`config.mk`:
```
export PLATFORM = sky130hd
export DESIGN_NAME = swst_seq_detect
export DESIGN_NICKNAME = d
export VERILOG_FILES = /design/src/rtl/swst_pkg.sv /design/src/rtl/swst_addr_match.sv /design/src/rtl/swst_step_ctrl.sv /design/src/rtl/swst_req_busy.sv /design/src/rtl/swst_seq_detect.sv
export SDC_FILE = /design/constraint.sdc
export NUM_CORES = 1
export LEC_CHECK = 0
export ABC_AREA = 1
export CORE_AREA = 2 2 39 41
export CTS_BUF_LIST = sky130_fd_sc_hd__clkbuf_4 sky130_fd_sc_hd__clkbuf_8 sky130_fd_sc_hd__clkbuf_16
export CTS_CLUSTER_DIAMETER = 120
export DETAILED_ROUTE_END_ITERATION = 12
export DIE_AREA = 0 0 41 43
export DONT_BUFFER_PORTS = 1
export GPL_ROUTABILITY_DRIVEN = 1
export GPL_TIMING_DRIVEN = 1
export PLACE_DENSITY = 0.64
export SLEW_MARGIN = 20
export SYNTH_ARGS = -nofsm -noshare
export SYNTH_HDL_FRONTEND = slang
export SYNTH_SLANG_ARGS = --single-unit
```
`constraint.sdc`:
```
create_clock -name clk -period 1.8 [get_ports clk]
set_clock_uncertainty 0.15 [all_clocks]
set_input_delay 0.18 -clock clk [delete_from_list [all_inputs] [get_ports clk]]
set_output_delay 0.18 -clock clk [all_outputs]
set_load 0.005 [all_outputs]
```
`src/rtl/swst_pkg.sv`:
```
package swst_pkg;

   localparam int SWST_SEQ_LEN = 6;

   // Unlock addresses in the order they must be read.
   function automatic logic [15:0] swst_seq_addr(input int idx);
      logic [15:0] a;
      case (idx)
         0:       a = 16'h0E38;
         1:       a = 16'h31C7;
         2:       a = 16'h03E0;
         3:       a = 16'h3C1F;
         4:       a = 16'h303F;
         default: a = 16'h0FC0;
      endcase
      return a;
   endfunction

endpackage

```
`src/rtl/swst_addr_match.sv`:
```
module swst_addr_match
   import swst_pkg::*;
#(
   parameter int ADDR_W = 15,
   parameter int STEPS  = SWST_SEQ_LEN
) (
   input  logic [ADDR_W-1:0] addr,
   output logic [STEPS-1:0]  hit
);

   // One comparator for each step of the sequence.
   for (genvar i = 0; i < STEPS; i++) begin : g_cmp
      localparam logic [ADDR_W-1:0] STEP_ADDR = ADDR_W'(swst_seq_addr(i));
      assign hit[i] = (addr == STEP_ADDR);
   end

endmodule

```
`src/rtl/swst_step_ctrl.sv`:
```
module swst_step_ctrl #(
   parameter int STEPS            = 6,
   parameter int CNT_W            = 3,
   parameter bit RESTART_ON_FIRST = 1'b1
) (
   input  logic             clk,
   input  logic             rst_n,
   input  logic             acc_fire,
   input  logic             acc_write,
   input  logic [STEPS-1:0] hit,
   output logic             trig
);

   localparam logic [CNT_W-1:0] LAST_STEP = CNT_W'(STEPS - 1);

   logic [CNT_W-1:0] step_q, step_d;
   logic             exp_hit;
   logic [CNT_W-1:0] abort_step;

   // Pick the comparator result for the step currently awaited.
   always_comb begin
      exp_hit = 1'b0;
      for (int i = 0; i < STEPS; i++) begin
         if (step_q == CNT_W'(i)) exp_hit = hit[i];
      end
   end

   // Where a broken read lands: at step two when it hits the first address.
   if (RESTART_ON_FIRST) begin : g_restart
      assign abort_step = hit[0] ? CNT_W'(1) : '0;
   end else begin : g_idle
      assign abort_step = '0;
   end

   assign trig = acc_fire && !acc_write && exp_hit && (step_q == LAST_STEP);

   always_comb begin
      step_d = step_q;
      if (acc_fire) begin
         if (acc_write)              step_d = '0;
         else if (!exp_hit)          step_d = abort_step;
         else if (step_q == LAST_STEP) step_d = '0;
         else                        step_d = step_q + CNT_W'(1);
      end
   end

   always_ff @(posedge clk or negedge rst_n) begin
      if (!rst_n) step_q <= '0;
      else        step_q <= step_d;
   end

endmodule

```
`src/rtl/swst_req_busy.sv`:
```
module swst_req_busy (
   input  logic clk,
   input  logic rst_n,
   input  logic trig,
   input  logic store_done,
   output logic store_req,
   output logic io_disable
);

   always_ff @(posedge clk or negedge rst_n) begin
      if (!rst_n) begin
         store_req  <= 1'b0;
         io_disable <= 1'b0;
      end else begin
         store_req <= trig;
         if (trig)                          io_disable <= 1'b1;
         else if (io_disable && store_done) io_disable <= 1'b0;
      end
   end

endmodule

```
`src/rtl/swst_seq_detect.sv`:
```
module swst_seq_detect
   import swst_pkg::*;
#(
   parameter int ADDR_W           = 15,
   parameter int STEPS            = SWST_SEQ_LEN,
   parameter bit RESTART_ON_FIRST = 1'b1
) (
   input  logic              clk,
   input  logic              rst_n,
   input  logic              acc_valid,
   input  logic              acc_write,
   input  logic [ADDR_W-1:0] acc_addr,
   input  logic              store_done,
   output logic              store_req,
   output logic              io_disable
);

   localparam int CNT_W = (STEPS > 1) ? $clog2(STEPS) : 1;

   if (ADDR_W < 14) begin : g_bad_addr_w
      $error("swst_seq_detect: ADDR_W must hold 14-bit unlock addresses");
   end
   if (STEPS != SWST_SEQ_LEN) begin : g_bad_steps
      $error("swst_seq_detect: STEPS must equal the unlock sequence length");
   end

   logic             acc_fire;
   logic [STEPS-1:0] hit;
   logic             trig;

   assign acc_fire = acc_valid && !io_disable;

   swst_addr_match #(.ADDR_W(ADDR_W), .STEPS(STEPS)) u_match (
      .addr (acc_addr),
      .hit  (hit)
   );

   swst_step_ctrl #(
      .STEPS(STEPS), .CNT_W(CNT_W), .RESTART_ON_FIRST(RESTART_ON_FIRST)
   ) u_step (
      .clk       (clk),
      .rst_n     (rst_n),
      .acc_fire  (acc_fire),
      .acc_write (acc_write),
      .hit       (hit),
      .trig      (trig)
   );

   swst_req_busy u_busy (
      .clk        (clk),
      .rst_n      (rst_n),
      .trig       (trig),
      .store_done (store_done),
      .store_req  (store_req),
      .io_disable (io_disable)
   );

endmodule

```
==> load_flow_metrics.sql <==
INSERT INTO impl_metrics (metric_group, metric, value, unit) VALUES
('critical_path', 'timing_worst_setup_path_type', 'reg2reg', ''),
('power_and_ir_drop', 'pwr_density_cell', '442', 'nW/µm²'),
('clock_network', 'worst_setup_hold_path_clk_slew', '0.04', 'ns'),
('timing', 'final_min_period_over_clock_period', '91.3', '%'),
('power_and_ir_drop', 'power_report.internal_total', '0.226', 'mW'),
('global_routing', 'met3_usage', '3.14', '%'),
('place', 'place.gp.congestion', '0.768', ''),
('global_routing', 'grt_pass1_vias', '616', ''),
('timing', 'hold_slack', '0.0714', 'ns'),
('global_routing', 'gr-max-usage-layer', 'met2', ''),
('critical_path', 'path_buf_inv', '1', ''),
('die', 'starting_density_of_the_core', '41.7', '%'),
('clock_network', 'cts_tree', 'built', ''),
('synth', 'synth_top_cell_area_share', '21.7', '%'),
('power_and_ir_drop', 'switching_power', '0.0657', 'mW'),
('timing', 'number_of_pins_exceeding_their_max_slew_limit_in_the_final_report', '0', ''),
('die', 'chipHeight', '43', 'µm'),
('drt', 'antenna_violating_nets_post_route', '0', ''),
('global_routing', 'grt_use_met2', '33.8', '%'),
('synth', 'synth_top_cells_by_area', 'sky130_fd_sc_hd__dfrtp_1 22%, sky130_fd_sc_hd__nand2_1 16%, sky130_fd_sc_hd__inv_1 14%', ''),
('global_routing', 'grt_antenna_before_repair', '0', ''),
('power_and_ir_drop', 'power.share.combinational', '12.4', '%'),
('clock_network', 'ctsRootBufferMaster', 'sky130_fd_sc_hd__clkbuf_4', ''),
('worst_hold_path', 'number_of_stages_on_the_worst_hold_path', '3', ''),
('global_routing', 'global_route.overflow_total', '0', ''),
('synth', 'syn_area', '577', 'µm²'),
('global_routing', 'largest_net_degree_at_the_start_of_global_routing', '8', ''),
('timing', 'relSlewSlack', '78.6', '%'),
('critical_path', 'ff2ff_path_depth', '11', ''),
('critical_path', 'critical_path.top_delay_family', 'simple AND/OR/NAND/NOR gates', ''),
('critical_path', 'cp_data_arrival_time', '1.64', 'ns'),
('flow_run', 'cap_viol_max_count', '0', ''),
('drt', 'drt_pre_antenna_iters', '5', ''),
('die', 'placeableCoreArea', '1380', 'µm²'),
('synth', 'post-synth-top-area-cell', 'sky130_fd_sc_hd__dfrtp_1', ''),
('clock_network', 'tritoncts.num_buffers', '3', ''),
('global_routing', 'track_usage', '18.5', '%'),
('synth', 'synth-seq-cells', '5', ''),
('drt', 'drt-total-wl', '1370', 'µm'),
('power_and_ir_drop', 'seq_power_share', '38.7', '%'),
('synth', 'yosysSeqAreaShare', '21.7', '%'),
('drt', 'routed-via-count', '627', ''),
('place', 'dp.final_hpwl', '1130', 'µm'),
('global_routing', 'grt_use_met1', '18.6', '%'),
('die', 'floorplan.die.width', '41', 'µm'),
('synth', 'synth.yosys.warnings', '0', ''),
('global_routing', 'global_route_wire_length_before_repair', '2210', 'µm'),
('drt', 'post-route-drc-count', '0', ''),
('power_and_ir_drop', 'ir_drop', '0.269', 'mV'),
('critical_path', 'cp_slowest_cell', 'sky130_fd_sc_hd__dfrtp_1', ''),
('critical_path', 'crit_path_end_kind', 'flop', ''),
('timing', 'setup_total_negative_slack', '0', 'ns'),
('critical_path', 'slowest_delay', '0.46', 'ns'),
('power_and_ir_drop', 'p_sw_share', '22.5', '%'),
('final_layout', 'post_route_cells_drive_above_1_share', '10.2', '%'),
('drt', 'wire_per_inst', '11.0', 'µm'),
('die', 'design.portCount', '22', ''),
('timing', 'finalHoldViolCount', '0', ''),
('synth', 'post_synth_inst_count', '101', ''),
('worst_hold_path', 'worst_hold_path_type', 'in2reg', ''),
('power_and_ir_drop', 'static_leakage_power', '0.318', 'nW'),
('die', 'die-area', '1760', 'µm²'),
('outcome', 'outcome', 'finished clean', ''),
('clock_network', 'depth_of_the_cts_h_tree', '1', ''),
('critical_path', 'path_cells', 'inv_1 -> nand2_1 -> nor2_1 -> nand3_1 -> nor2_1 -> nor2_1 -> nand2_1 -> nand2_1 -> nand3_2 -> nand3_2 -> o22ai_1', ''),
('timing', 'worst-slew-pin-transition', '0.320', 'ns'),
('critical_path', 'worstPathMaxFanout', '7', ''),
('synth', 'synthesis.nets', '122', ''),
('final_layout', 'area.growth.synth_to_final', '14.3', '%'),
('timing', 'min_period', '1.64', 'ns'),
('critical_path', 'critical_path.startpoint_type', 'flop', '');
## Yosys cell counts
master and number:
sky130_fd_sc_hd__or2_0 1, sky130_fd_sc_hd__nand3_1 11, sky130_fd_sc_hd__o41ai_4 1, sky130_fd_sc_hd__dfrtp_1 5, sky130_fd_sc_hd__nor3_1 5, sky130_fd_sc_hd__nand4_1 1, sky130_fd_sc_hd__a21oi_1 2, sky130_fd_sc_hd__or2_2 1
sky130_fd_sc_hd__nand2_1 25, sky130_fd_sc_hd__inv_1 22, sky130_fd_sc_hd__nor2_1 19, sky130_fd_sc_hd__nand3_2 3, sky130_fd_sc_hd__ha_1 1, sky130_fd_sc_hd__o22ai_1 3, sky130_fd_sc_hd__nor2_2 1
## routing by layer
| metal | routed length, µm | part of all wire (%) | up-vias |
|---|---|---|---|
| met5 | 0 | 0 | - |
| li1 | - | - | 332 |
| met2 | 741 | 54 | 25 |
| met4 | 16 | 1.2 | 0 |
| met3 | 90 | 6.6 | 2 |
| met1 | 522 | 38 | 268 |
## tightest hold or removal path, delay by kind of cell
family	cells	cell delay [ns]
AO/OA/AOI/OAI	1	0.14
AND/OR/NAND/NOR	1	0.05
buffers and inverters	1	0.03
## final cells by class
type | instances | area (µm²)
Tap cell | 16 | 20.0
Clock buffer | 4 | 30.0
Fill cell | 162 | 724
Sequential cell | 5 | 125
Multi-Input combinational cell | 74 | 372
Timing Repair Buffer | 3 | 30.0
Inverter | 22 | 82.6
## flip-flops by register name (all words and copies together), names as in the netlist
register and count:
u_step.step_q 3, u_busy.io_disable 1, u_busy.store_req 1
## per-stage QoR
step           worst slack [ns]  std cells  power, mW  cell area, µm²  utilization, %
2_1_floorplan             0.357        101      0.139             577               -
3_3_place_gp              0.222        117      0.144             597            43.1
3_5_place_dp              0.188        117      0.144             597            43.1
4_1_cts                   0.164        124      0.302             657            47.5
5_1_grt                 0.00475        124      0.317             659            47.6
6_report                  0.157        124      0.291             659            47.6
## power groups by stage
stage | logic, mW | registers, mW | clock network [mW]
2_1_floorplan | 0.0248 | 0.114 | 0
5_1_grt | 0.0430 | 0.113 | 0.162
3_5_place_dp | 0.0292 | 0.114 | 0
4_1_cts | 0.0366 | 0.113 | 0.153
6_report | 0.0363 | 0.113 | 0.142
3_3_place_gp | 0.0291 | 0.114 | 0
## worst paths after layout
path,to,start,slack (ns)
max in group asynchronous,u_step.step_q[1],rst_n,1.22
worst max register to register,u_step.step_q[2],u_step.step_q[0],0.16
min in group asynchronous,u_busy.store_req,rst_n,0.08
worst min-delay path,u_step.step_q[1],acc_valid,0.07
worst max-delay path,u_step.step_q[2],u_step.step_q[0],0.16
worst min register to register,u_busy.io_disable,u_busy.io_disable,0.43
## cells by family after synthesis
logic type,after synthesis,share of synthesized area (%)
and+or+nand+nor,67,52.1
DFF,5,21.7
buffers and inverters,22,14.3
AOI/OAI and AO/OA,6,9.76
adders and majority gates,1,2.17
## cells in the final DEF, fill, tap and decap left out, types with 2 or more instances in the layout
master	instances
sky130_fd_sc_hd__nand3_2	3
sky130_fd_sc_hd__o22ai_1	3
sky130_fd_sc_hd__inv_1	22
sky130_fd_sc_hd__nor2_2	2
sky130_fd_sc_hd__nand3_1	11
sky130_fd_sc_hd__dfrtp_1	5
sky130_fd_sc_hd__nor2_1	18
sky130_fd_sc_hd__nor3_1	5
sky130_fd_sc_hd__clkbuf_4	4
sky130_fd_sc_hd__nand2_1	25
sky130_fd_sc_hd__dlygate4sd3_1	3
sky130_fd_sc_hd__a21oi_1	2
## repair_timing
action / in CTS / in global routing
gates resized for setup: 0 / 1
endpoints found under the hold margin: 7 / 0
hold buffers: 3 / 0
endpoints found under the setup margin: 0 / 2
Note: power is estimated with default switching activity, not from simulation.
